File: config.mk
export PLATFORM = sky130hd
export DESIGN_NAME = sysctl_bank
export DESIGN_NICKNAME = d
export VERILOG_FILES = /design/src/rtl/sysctl_pkg.sv /design/src/rtl/sysctl_decode.sv /design/src/rtl/sysctl_regs.sv /design/src/rtl/sysctl_bank.sv
export SDC_FILE = /design/constraint.sdc
export NUM_CORES = 1
export LEC_CHECK = 0
export BUFFER_PORTS_ARGS = -buffer_cell sky130_fd_sc_hd__buf_2
export CORE_AREA = 2 2 76 49
export CTS_BUF_LIST = sky130_fd_sc_hd__clkbuf_16
export CTS_CLUSTER_DIAMETER = 50
export DETAILED_ROUTE_END_ITERATION = 8
export DIE_AREA = 0 0 78 51
export PLACE_DENSITY = 0.69
export SLEW_MARGIN = 20
export SYNTH_ARGS = -nofsm -noshare
export SYNTH_HDL_FRONTEND = slang
export SYNTH_SLANG_ARGS = --single-unit
File: constraint.sdc
create_clock -name clk -period 1.2 [get_ports clk]
set_input_delay 0 -clock clk [delete_from_list [all_inputs] [get_ports clk]]
set_output_delay 0 -clock clk [all_outputs]
set_load 0.02 [all_outputs]
File: src/rtl/sysctl_pkg.sv
package sysctl_pkg;

    localparam int DATA_W = 8;

    // Port addresses; each value fixes which register a bus access reaches.
    localparam logic [15:0] PA_SYS92  = 16'h0092;
    localparam logic [15:0] PA_IDCPU  = 16'h0800;
    localparam logic [15:0] PA_IDFEAT = 16'h0802;
    localparam logic [15:0] PA_IDSTAT = 16'h0803;
    localparam logic [15:0] PA_LAMP   = 16'h0808;
    localparam logic [15:0] PA_EQUIP  = 16'h080C;
    localparam logic [15:0] PA_LOCKA  = 16'h0810;
    localparam logic [15:0] PA_LOCKB  = 16'h0812;
    localparam logic [15:0] PA_CINV   = 16'h0814;
    localparam logic [15:0] PA_KEY    = 16'h0818;
    localparam logic [15:0] PA_SCTL   = 16'h081C;
    localparam logic [15:0] PA_CACHE  = 16'h0823;
    localparam logic [15:0] PA_MAP    = 16'h0850;

    // Fixed read codes
    localparam logic [DATA_W-1:0] CODE_IDCPU  = 8'hEF;
    localparam logic [DATA_W-1:0] CODE_IDFEAT = 8'hAD;
    localparam logic [DATA_W-1:0] CODE_IDSTAT = 8'hE0;
    localparam logic [DATA_W-1:0] CODE_EQUIP  = 8'h3C;
    localparam logic [DATA_W-1:0] CODE_XFEAT  = 8'h39;
    localparam logic [DATA_W-1:0] CODE_KEY    = 8'h00;
    localparam logic [DATA_W-1:0] CODE_CACHE  = 8'h03;
    localparam logic [DATA_W-1:0] CODE_OPEN   = 8'hFF;

    typedef enum logic [3:0] {
        P_NONE, P_SYS92, P_IDCPU, P_IDFEAT, P_IDSTAT, P_LAMP, P_EQUIP,
        P_LOCKA, P_LOCKB, P_CINV, P_KEY, P_SCTL, P_CACHE, P_MAP
    } port_e;

    typedef enum logic [1:0] {
        PH_IDLE, PH_READ, PH_WRITE, PH_FAULT
    } phase_e;

endpackage

File: src/rtl/sysctl_decode.sv
module sysctl_decode
    import sysctl_pkg::*;
#(
    parameter int ADDR_W = 16
) (
    input  logic [ADDR_W-1:0] addr,
    output port_e             port
);
    always_comb begin
        unique case (addr)
            ADDR_W'(PA_SYS92):  port = P_SYS92;
            ADDR_W'(PA_IDCPU):  port = P_IDCPU;
            ADDR_W'(PA_IDFEAT): port = P_IDFEAT;
            ADDR_W'(PA_IDSTAT): port = P_IDSTAT;
            ADDR_W'(PA_LAMP):   port = P_LAMP;
            ADDR_W'(PA_EQUIP):  port = P_EQUIP;
            ADDR_W'(PA_LOCKA):  port = P_LOCKA;
            ADDR_W'(PA_LOCKB):  port = P_LOCKB;
            ADDR_W'(PA_CINV):   port = P_CINV;
            ADDR_W'(PA_KEY):    port = P_KEY;
            ADDR_W'(PA_SCTL):   port = P_SCTL;
            ADDR_W'(PA_CACHE):  port = P_CACHE;
            ADDR_W'(PA_MAP):    port = P_MAP;
            default:            port = P_NONE;
        endcase
    end
endmodule

File: src/rtl/sysctl_regs.sv
module sysctl_regs
    import sysctl_pkg::*;
#(
    parameter int SCTL_W = 4
) (
    input  logic              clk,
    input  logic              rst_n,
    input  logic              we,
    input  port_e             port,
    input  logic [DATA_W-1:0] wdata,
    output logic              soft_rst,
    output logic              le_mode,
    output logic              lamp,
    output logic [SCTL_W-1:0] sctl,
    output logic              map_mode
);
    always_ff @(posedge clk or negedge rst_n) begin
        if (!rst_n) begin
            soft_rst <= 1'b0;
            le_mode  <= 1'b0;
            lamp     <= 1'b0;
            sctl     <= '0;
            map_mode <= 1'b0;
        end else if (we) begin
            unique case (port)
                P_SYS92: begin
                    soft_rst <= wdata[0];
                    le_mode  <= wdata[1];
                end
                P_LAMP:  lamp     <= wdata[0];
                P_SCTL:  sctl     <= wdata[SCTL_W-1:0];
                P_MAP:   map_mode <= wdata[0];
                default: ;
            endcase
        end
    end
endmodule

File: src/rtl/sysctl_bank.sv
module sysctl_bank
    import sysctl_pkg::*;
#(
    parameter int ADDR_W = 16,
    parameter int SCTL_W = 4
) (
    input  logic              clk,
    input  logic              rst_n,
    input  logic [ADDR_W-1:0] addr,
    input  logic [7:0]        wdata,
    input  logic              rd_en,
    input  logic              wr_en,
    output logic [7:0]        rdata,
    output logic              soft_rst_o,
    output logic              le_mode_o,
    output logic              lamp_o,
    output logic              map_mode_o,
    output logic              lock_a_o,
    output logic              lock_b_o,
    output logic              err_o
);
    localparam int PAD_W = DATA_W - SCTL_W;

    port_e             port_d;
    port_e             port_q;
    phase_e            phase_q;
    phase_e            phase_d;
    logic [SCTL_W-1:0] sctl;
    logic [DATA_W-1:0] rd_mux;
    logic [DATA_W-1:0] rdata_q;
    logic              hit;

    sysctl_decode #(.ADDR_W(ADDR_W)) u_decode (
        .addr (addr),
        .port (port_d)
    );

    assign hit = (port_d != P_NONE);

    sysctl_regs #(.SCTL_W(SCTL_W)) u_regs (
        .clk      (clk),
        .rst_n    (rst_n),
        .we       (wr_en && hit),
        .port     (port_d),
        .wdata    (wdata),
        .soft_rst (soft_rst_o),
        .le_mode  (le_mode_o),
        .lamp     (lamp_o),
        .sctl     (sctl),
        .map_mode (map_mode_o)
    );

    // Next phase
    always_comb begin
        if (wr_en)      phase_d = hit ? PH_WRITE : PH_FAULT;
        else if (rd_en) phase_d = hit ? PH_READ  : PH_FAULT;
        else            phase_d = PH_IDLE;
    end

    // Phase register
    always_ff @(posedge clk or negedge rst_n) begin
        if (!rst_n) begin
            phase_q <= PH_IDLE;
            port_q  <= P_NONE;
        end else begin
            phase_q <= phase_d;
            port_q  <= port_d;
        end
    end

    // Read multiplexer
    always_comb begin
        unique case (port_d)
            P_SYS92:  rd_mux = {6'b0, le_mode_o, 1'b0};
            P_IDCPU:  rd_mux = CODE_IDCPU;
            P_IDFEAT: rd_mux = CODE_IDFEAT;
            P_IDSTAT: rd_mux = CODE_IDSTAT;
            P_EQUIP:  rd_mux = CODE_EQUIP;
            P_LOCKA:  rd_mux = CODE_XFEAT;
            P_KEY:    rd_mux = CODE_KEY;
            P_SCTL:   rd_mux = {{PAD_W{1'b0}}, sctl};
            P_CACHE:  rd_mux = CODE_CACHE;
            P_MAP:    rd_mux = {7'b0, map_mode_o};
            default:  rd_mux = CODE_OPEN;
        endcase
    end

    always_ff @(posedge clk or negedge rst_n) begin
        if (!rst_n)                rdata_q <= '0;
        else if (rd_en && !wr_en)  rdata_q <= rd_mux;
    end

    assign rdata = rdata_q;

    // Outputs from phase
    always_comb begin
        lock_a_o = 1'b0;
        lock_b_o = 1'b0;
        err_o    = 1'b0;
        unique case (phase_q)
            PH_WRITE: begin
                lock_a_o = (port_q == P_LOCKA);
                lock_b_o = (port_q == P_LOCKB);
            end
            PH_FAULT: err_o = 1'b1;
            default:  ;
        endcase
    end
endmodule

==> flow_summary_export.csv, run 1 <==
group,metric,value,unit
run_status,status,"finished with violations",
route,dr_total_vias,1634,
sta,relSlewSlack,68.17,%
logic_synthesis,ys.flop_type,"dfrtp_1",
run_status,violations,"negative setup slack",
clock_network,cts-root-buf,"clkbuf_16",
route,drt_first_pass_iters,4,
pwr,ir_drop,0.0007459,V
setup_path,crit_start,"addr[5]",
pwr,pwr-share-seq,42.4,%
route,post_drt_via_cell_ratio,5.920,
layout,final_core_util,70.51,%
global_routing,grt_usage,24.73,%
logic_synthesis,synth_seq_cells,22,
global_routing,antenna_found_initial,0,
setup_path,rrSetupSlack,0.21,ns
logic_synthesis,synth-edff-count,0,
pwr,p_int,1.370,mW
hold_path,hold_path_class,"in -> reg",
logic_synthesis,synthDistinctLibCells,46,
route,drt_iter0_markers,144,
pwr,switching_share,24.31,%
layout,final-seq-area,550.5,µm²
die,dieWidth,78,µm
layout,drive_gt1_share,59.83,%
pwr,powerDensity,753.9,nW/µm²
global_routing,grt_pass1_vias,1600,
setup_path,worst-setup-path-type,"in -> reg",
sta,fmax,616.0,MHz
clock_network,clock_sinks,22,
setup_path,r2r-end,"rdata[1]",
logic_synthesis,syn_inst,145,
setup_path,crit_required,1.33,ns
logic_synthesis,synth_area_leader_cell,"dfrtp_1",
die,die_area,3978,µm²
clock_network,clk_latency,0.25,ns
logic_synthesis,syn_nets,173,
sta,rsz0062_at_grt,"yes",
sta,finalSetupViolCount,22,
die,die_height,51,µm
clock_network,cts_tree,"yes",
logic_synthesis,synth.most_common_cell,"dfrtp_1",
setup_path,worst-r2r-cell-count,3,
route,ant_nets,0,
place,gp_congestion,0.9767,
logic_synthesis,synthTopCellsByCount,"dfrtp_1, nand2_1, nor2_1",
sta,setup_slack,-0.4234,ns
layout,multi_input_area,1064,µm²
logic_synthesis,avgSynthCellArea,9.639,µm²
clock_network,clk_pin_slew,0.06,ns
sta,fin_crit,1.623,ns
logic_synthesis,synth_area,1398,µm²
place,io_buffers,38,
layout,final_nets,259,
sta,finalHoldViolations,0,
place,hpwlAfterDp,3114,µm
route,wl,5161,µm
layout,fill_cells,234,
logic_synthesis,yosysWarnings,0,
setup_path,critPathLaunchType,"primary input",
layout,antenna_cells,0,
global_routing,overflow,0,
setup_path,cp-end-kind,"flip-flop",
global_routing,grt_max_degree,23,
logic_synthesis,seq_area_frac_synth,39.39,%
die,start_util,41.07,%
setup_path,rr_startpoint,"u_regs.le_mode",
clock_network,cts_buffers,3,
clock_network,clock_path_buffers,2,
sta,drv_slew,0,
setup_path,worstPathArrival,1.75,ns
pwr,p_sw,0.4398,mW
layout,synthToLayoutAreaGrowth,71.71,%
die,io_pins,43,
global_routing,grt_pass1_wl,7617,µm
sta,skew,0.003979,ns
route,drc_errors,0,
die,core,3403,µm²
hold_path,hp-start,"wdata[0]",
pwr,combPwrFrac,20.2,%
job,drv_cap,0,
logic_synthesis,synth_area_leaders,"dfrtp_1, mux2_2, nand2_1",
clock_network,cts-htree-levels,1,
route,wire_per_inst,18.70,µm
pwr,power,1.809,mW
die,row_count,17,
logic_synthesis,synth_top_area_share,39.39,%
logic_synthesis,async_flop_share,100.0,%
setup_path,crit_path_end,"rdata[0]",
pwr,leakage,1.029,nW
setup_path,path_max_fanout,4,
pwr,clock_power_share,37.4,%
sta,tightest_slew,0.4774,ns
sta,setup_tns,-6.378,ns
sta,finalCritPeriodShare,135.3,%
area by class of cell:
| type | count | share of cell area, % |
|---|---|---|
| sequential | 22 | 22.94 |
| multi-input combinational | 116 | 44.32 |
| clock buffer | 3 | 3.128 |
| tap | 47 | 2.450 |
| inverter | 1 | 0.1564 |
| timing repair buffer | 87 | 27.01 |
power by group through the flow:
| stage | Sequential (mW) | Clock (mW) | Combinational, mW |
|---|---|---|---|
| 2_1_floorplan | 0.793 | 0 | 0.122 |
| 3_3_place_gp | 0.777 | 0 | 0.273 |
| 3_5_place_dp | 0.778 | 0 | 0.284 |
| 4_1_cts | 0.765 | 0.684 | 0.334 |
| 5_1_grt | 0.768 | 0.717 | 0.386 |
| 6_report | 0.767 | 0.677 | 0.366 |
sequential cells by signal (all words and copies together), names as in the netlist:
signal           count
u_regs.le_mode       1
port_q               4
phase_q              2
u_regs.map_mode      1
u_regs.soft_rst      1
rdata                8
u_regs.lamp          1
u_regs.sctl          4
cells in the final DEF, fill, tap and decap left out, drive strengths merged:
cell type / Yosys / routed
and3b: 1 / 1
nor4b: 1 / 1
or2: 3 / 3
or4: 2 / 2
mux2: 10 / 10
a31oi: 2 / 2
nand3b: 2 / 2
mux2i: 2 / 2
or3: 4 / 4
or4b: 2 / 2
inv: 1 / 1
xnor2: 1 / 1
a32oi: 1 / 1
buf: 4 / 82
nand4b: 3 / 3
nor4: 9 / 9
nor3b: 1 / 1
a21bo: 1 / 1
o21ai: 3 / 3
o32a: 1 / 1
nor4bb: 1 / 1
or3b: 1 / 1
a21oi: 8 / 8
o22ai: 2 / 2
nor2b: 2 / 2
nor3: 2 / 2
dlygate4sd3: 0 / 5
a22o: 1 / 1
a2111oi: 2 / 2
clkbuf: 2 / 3
nand3: 5 / 5
dfrtp: 22 / 22
nor2: 15 / 15
nand2b: 5 / 5
a21o: 3 / 3
a211oi: 2 / 2
nand2: 15 / 15
and2: 3 / 3
cell families (layout without fill, tap and decap cells):
family / count (synthesis) / after routing / share of synthesized area [%]
AOI/OAI and AO/OA: 26 / 26 / 15.49
xor gates and xnor gates: 1 / 1 / 0.6268
buffers and inverters: 7 / 91 / 2.596
DFF: 22 / 22 / 39.39
muxes: 12 / 12 / 9.490
and+or+nand+nor: 77 / 77 / 32.41
per-layer routing:
metal	share of wire (%)	wire length [µm]	GRT usage, %	vias to the layer above
li1	-	-	-	710
met1	40	2067	32.51	781
met2	48	2464	42.39	119
met3	8.6	446	4.240	24
met4	3.5	182	7.602	0
met5	0	0	0	-
how the worst min path moves through the flow:
stage / to / slack, ns / cells past startpoint
after floorplan: phase_q[0] / -0.30 / 0
after global placement: rdata[4] / -0.03 / 1
after detailed placement: rdata[4] / -0.01 / 1
after CTS: u_regs.soft_rst / 0.04 / 2
after global routing: u_regs.sctl[0] / 0.04 / 2
final: u_regs.soft_rst / 0.03 / 2
what timing repair did:
action,4_1_cts,5_1_grt
pin swaps,18,11
endpoints found under the setup margin,22,23
buffers inserted,8,2
endpoints found under the hold margin,26,0
hold buffers,5,0
resized for setup,34,23
per-stage QoR:
| stage | setup WS (ns) | area [µm²] | cells | hold WS (ns) |
|---|---|---|---|---|
| finish | -0.4234 | 2400 | 276 | 0.03493 |
| global route | -0.4908 | 2400 | 276 | 0.04334 |
| CTS | -0.3513 | 2277 | 274 | 0.03612 |
| detailed placement | -0.6777 | 1966 | 259 | -0.01251 |
| global placement | -0.6364 | 1966 | 259 | -0.02866 |
| floorplan | -0.5952 | 1523 | 145 | -0.2956 |
critical path: stages:
cell     delay (ns)
buf_8          0.10
or4b_4         0.56
mux2_4         0.32
nor4_4         0.34
nor3_2         0.11
a21oi_2        0.22
a31oi_1        0.10
(Power assumes the default switching activity.)
==> run 2, diff against run 1 <==
ABC_AREA = 0   (was unset)
ABC_CLOCK_PERIOD_IN_PS = 1200   (was unset)
TNS_END_PERCENT = 10   (was unset)
==> flow_summary_export.csv, run 2 (synthesis results as in run 1) <==
group,metric,value,unit
die,die_area,3978,µm²
sta,fmax,616.2,MHz
route,post_drt_via_cell_ratio,5.446,
route,drt_iter0_markers,77,
setup_path,critPathLaunchType,"primary input",
place,io_buffers,38,
clock_network,clock_sinks,22,
layout,final_nets,249,
setup_path,worstPathArrival,1.76,ns
global_routing,antenna_found_initial,0,
sta,finalCritPeriodShare,135.2,%
setup_path,cp_top_family,"simple AND/OR/NAND/NOR gates",
clock_network,cts-htree-levels,1,
run_status,status,"finished with violations",
sta,tightest_slew,0.5613,ns
layout,layout_common_cells,"buf_2, buf_4, dfrtp_1",
layout,final_core_util,62.61,%
route,drt_first_pass_iters,5,
global_routing,grt_pass1_wl,6644,µm
hold_path,hp-start,"wdata[3]",
route,wire_per_inst,15.30,µm
layout,final_common_cell,"buf_2",
place,dp_worst_setup_slack,-0.6902,ns
setup_path,worstPathCellList,"buf_8 -> or4b_4 -> a2111oi_4 -> a211oi_2 -> o22ai_4 -> nand3_1 -> mux2_1",
setup_path,rr_startpoint,"u_regs.sctl[1]",
job,drv_cap,0,
setup_path,worst-setup-path-type,"in -> reg",
sta,finalSetupViolCount,20,
pwr,leakage,0.9288,nW
clock_network,clk_pin_slew,0.06,ns
clock_network,cts-root-buf,"clkbuf_16",
setup_path,critical_path_cell_count,7,
layout,drive_gt1_share,51.36,%
layout,antenna_cells,0,
sta,relSlewSlack,62.24,%
route,ant_nets,0,
setup_path,r2r-end,"rdata[1]",
hold_path,hold_path_end,"u_regs.sctl[3]",
layout,layoutNonFillerInstCount,267,
global_routing,grt_max_degree,23,
setup_path,slowest_delay,0.56,ns
global_routing,overflow,0,
global_routing,grt_pass1_vias,1417,
layout,final-seq-area,550.5,µm²
clock_network,clk_latency,0.25,ns
clock_network,clock_path_buffers,2,
clock_network,cts_tree,"yes",
setup_path,crit_required,1.33,ns
clock_network,cts_buffers,3,
die,row_count,17,
die,core,3403,µm²
sta,finalHoldViolations,0,
sta,drv_slew,0,
global_routing,grt_usage,21.50,%
place,placed_cells,259,
place,placed_cell_area,1928,µm²
die,die_height,51,µm
setup_path,crit_buf_inv,1,
layout,fin_area,2131,µm²
route,dr_total_vias,1454,
pwr,powerDensity,821.1,nW/µm²
run_status,violations,"negative setup slack",
die,start_util,41.07,%
layout,synthToLayoutAreaGrowth,52.46,%
setup_path,slowest_stage,"or4b_4",
pwr,power,1.750,mW
setup_path,rrSetupSlack,0.20,ns
die,io_pins,43,
layout,largest_reg_flops,8,
setup_path,worst-r2r-cell-count,3,
route,drc_errors,0,
hold_path,whs_path_depth,2,
sta,setup_slack,-0.4228,ns
layout,fill_cells,284,
sta,rsz0062_at_grt,"yes",
setup_path,path_max_fanout,4,
route,wl,4084,µm
hold_path,hold_path_class,"in -> reg",
place,gp_congestion,0.9489,
sta,fin_crit,1.623,ns
sta,skew,0.003797,ns
die,dieWidth,78,µm
pwr,ir_drop,0.0005644,V
place,hpwlAfterDp,3250,µm
setup_path,cp-end-kind,"flip-flop",
layout,multi_input_area,924.6,µm²
[run 2: cell types whose count changed in the layout (fill, tap and decap cells not counted), sizes merged]
cell / delta
clkinv: +1
buf: -8
dlygate4sd3: -2
[run 2: area by class of cell]
class | count | area share, %
multi-input cells | 116 | 43.39
flip-flops and latches | 22 | 25.84
repair buffers | 77 | 24.13
clock buffers | 3 | 3.523
well taps | 47 | 2.760
clock inverters | 1 | 0.1762
inverters | 1 | 0.1762
[run 2: power by group]
part	internal, mW	total, mW	switching (mW)	leakage (nW)
registers	0.758	0.765	0.00697	0.267
clock network	0.444	0.686	0.243	0.0385
logic	0.136	0.299	0.163	0.624
total	1.34	1.75	0.413	0.929
[run 2: through the flow]
| step | setup TNS [ns] | hold WS, ns |
|---|---|---|
| after floorplan | -9.442 | -0.2956 |
| after global placement | -12.38 | -0.02600 |
| after detailed placement | -13.61 | -0.01445 |
| after CTS | -6.340 | 0.009755 |
| after global routing | -8.041 | 0.004924 |
| final | -6.616 | 0.005739 |
[run 2: worst max path at each step]
stage / from / to / slack [ns]
finish: addr[5] / u_regs.lamp / -0.42
global route: addr[1] / u_regs.lamp / -0.48
CTS: addr[5] / u_regs.lamp / -0.41
detailed placement: addr[5] / u_regs.sctl[3] / -0.69
global placement: addr[5] / phase_q[0] / -0.63
floorplan: addr[1] / u_regs.lamp / -0.61
[run 2: timing repair]
item | 4_1_cts | 5_1_grt
cloned | 0 | 0
buffers inserted | 1 | 0
hold buffers | 3 | 0
endpoints found under the hold margin | 24 | 0
pin swaps | 7 | 1
resized for setup | 14 | 5
endpoints found under the setup margin | 22 | 23
[run 2: worst reg2reg max path, cell delays in order (launching register included)]
cell and delay, ns:
dfrtp_1 0.38, a22o_1 0.23, mux2i_1 0.18, a21oi_1 0.09
[run 2: routing by layer]
layer  vias up  wire (µm)  GRT usage [%]
li1        689          -              -
met1       696       1854          28.68
met2        63       1905          37.21
met3         6        280          4.417
met4         0         42          3.509
met5         -          0              0
==> run 3, diff against run 2 <==
HOLD_SLACK_MARGIN = 0.03   (was unset)
SETUP_SLACK_MARGIN = 0.1   (was unset)
==> flow_summary_export.csv, run 3 (synthesis results as in run 1) <==
group,metric,value,unit
run_status,status,"finished with violations",
run_status,violations,"negative setup slack",
sta,fmax,612.3,MHz
sta,rsz0062_at_grt,"yes",
global_routing,antenna_found_initial,0,
setup_path,cp-end-kind,"flip-flop",
die,row_count,17,
clock_network,cts-root-buf,"clkbuf_16",
route,wl,4149,µm
layout,multi_input_area,943.4,µm²
route,dr_total_vias,1481,
pwr,clock_power_share,38.9,%
place,dp_worst_setup_slack,-0.6902,ns
layout,antenna_cells,0,
global_routing,grt_pass1_vias,1428,
die,start_util,41.07,%
layout,layoutNonFillerInstCount,270,
pwr,combPwrFrac,17.7,%
global_routing,grt_usage,21.73,%
sta,setup_slack,-0.4331,ns
die,dieWidth,78,µm
clock_network,cts-htree-levels,1,
setup_path,crit_required,1.33,ns
place,hpwlAfterDp,3250,µm
layout,final_nets,252,
setup_path,slowest_delay,0.52,ns
sta,finalCritPeriodShare,136.1,%
setup_path,cp_top_family,"simple AND/OR/NAND/NOR gates",
route,drt_first_pass_iters,6,
place,gp_congestion,0.9489,
die,die_area,3978,µm²
clock_network,cts_buffers,3,
pwr,ir_drop,0.0005697,V
die,die_height,51,µm
layout,fill_cells,282,
route,post_drt_via_cell_ratio,5.485,
layout,final_common_cell,"buf_4",
place,placed_cells,259,
pwr,leakage,0.9494,nW
route,wire_per_inst,15.37,µm
setup_path,crit_buf_inv,1,
setup_path,worstPathArrival,1.77,ns
global_routing,grt_max_degree,23,
job,drv_cap,0,
clock_network,clock_path_buffers,2,
clock_network,cts_tree,"yes",
place,io_buffers,38,
pwr,p_int,1.347,mW
clock_network,clock_sinks,22,
sta,fin_crit,1.633,ns
clock_network,clk_latency,0.25,ns
layout,layout_common_cells,"buf_4, buf_2, dfrtp_1",
clock_network,clk_pin_slew,0.06,ns
setup_path,worstPathCellList,"buf_2 -> or4b_4 -> a2111oi_4 -> a211oi_2 -> o22ai_4 -> nand3_1 -> mux2_1",
sta,finalSetupViolCount,21,
setup_path,path_max_fanout,5,
layout,drive_gt1_share,51.12,%
setup_path,critPathLaunchType,"primary input",
global_routing,grt_pass1_wl,6713,µm
sta,relSlewSlack,63.18,%
route,drc_errors,0,
global_routing,overflow,0,
pwr,switching_share,23.68,%
setup_path,worst-setup-path-type,"in -> reg",
layout,largest_reg_flops,8,
die,core,3403,µm²
setup_path,slowest_stage,"or4b_4",
die,io_pins,43,
pwr,power,1.765,mW
layout,synthToLayoutAreaGrowth,56.31,%
sta,skew,0.004057,ns
sta,drv_slew,0,
sta,tightest_slew,0.5473,ns
route,ant_nets,0,
pwr,pwr-share-seq,43.4,%
layout,final-seq-area,550.5,µm²
layout,final_core_util,64.19,%
hold_path,hold_path_class,"in -> reg",
sta,finalHoldViolations,0,
route,drt_iter0_markers,77,
pwr,powerDensity,807.9,nW/µm²
pwr,p_sw,0.4179,mW
[run 3: cell count changes in the layout (fill, tap and decap cells not counted)]
| cell | before | now |
|---|---|---|
| buf_2 | 36 | 34 |
| buf_4 | 34 | 36 |
| dlygate4sd3_1 | 3 | 6 |
| nand2b_1 | 4 | 3 |
| nand2b_4 | 1 | 2 |
| nor4_2 | 2 | 1 |
| nor4_4 | 2 | 3 |
| or2_2 | 3 | 2 |
| or2_4 | 0 | 1 |
[run 3: repair_timing]
item / CTS / global route
gates resized for setup: 17 / 7
pin swaps: 11 / 0
buffers inserted: 1 / 0
hold endpoints to repair: 29 / 0
hold buffers: 6 / 0
setup endpoints to repair: 23 / 24
[run 3: layout make-up]
class,instances,area share [%]
sequential,22,25.20
multi-input combinational,116,43.18
inverter,1,0.1718
clock inverter,1,0.1718
clock buffer,3,3.436
timing repair buffer,80,25.14
tap,47,2.692
[run 3: final timing paths]
check | slack, ns | to | from | cells past startpoint
max | -0.43 | u_regs.lamp | addr[1] | 7
min | 0.09 | phase_q[1] | wr_en | 2
max reg2reg | 0.21 | rdata[1] | u_regs.le_mode | 3
min reg2reg | 0.47 | rdata[5] | rdata[5] | 2
max in group asynchronous | 0.63 | rdata[3] | rst_n | 2
min in group asynchronous | 0.24 | u_regs.lamp | rst_n | 2
[run 3: worst register-to-register path, cell delays in order, from the launching register on]
cell and delay [ns]:
dfrtp_1 0.39, a22o_1 0.22, mux2i_1 0.17, a21oi_1 0.09
[run 3: power by group through the flow]
stage	clock, mW	combinational (mW)	sequential (mW)
2_1_floorplan	0	0.109	0.793
3_3_place_gp	0	0.256	0.777
3_5_place_dp	0	0.269	0.778
4_1_cts	0.698	0.302	0.765
5_1_grt	0.723	0.338	0.767
6_report	0.687	0.312	0.766
[run 3: metal layers]
layer | GRT usage [%] | vias to the layer above | wire length [µm]
met3 | 4.417 | 8 | 302
met2 | 37.93 | 72 | 1942
met5 | 0 | - | 0
li1 | - | 693 | -
met1 | 28.80 | 708 | 1856
met4 | 3.509 | 0 | 48
[run 3: metrics by stage]
step / hold slack, ns / area, µm² / TNS, ns
global placement: -0.02600 / 1928 / -12.38
global route: 0.1030 / 2185 / -8.013
CTS: 0.07256 / 2148 / -6.340
detailed placement: -0.01445 / 1928 / -13.61
floorplan: -0.2956 / 1464 / -9.442
finish: 0.08587 / 2185 / -6.726
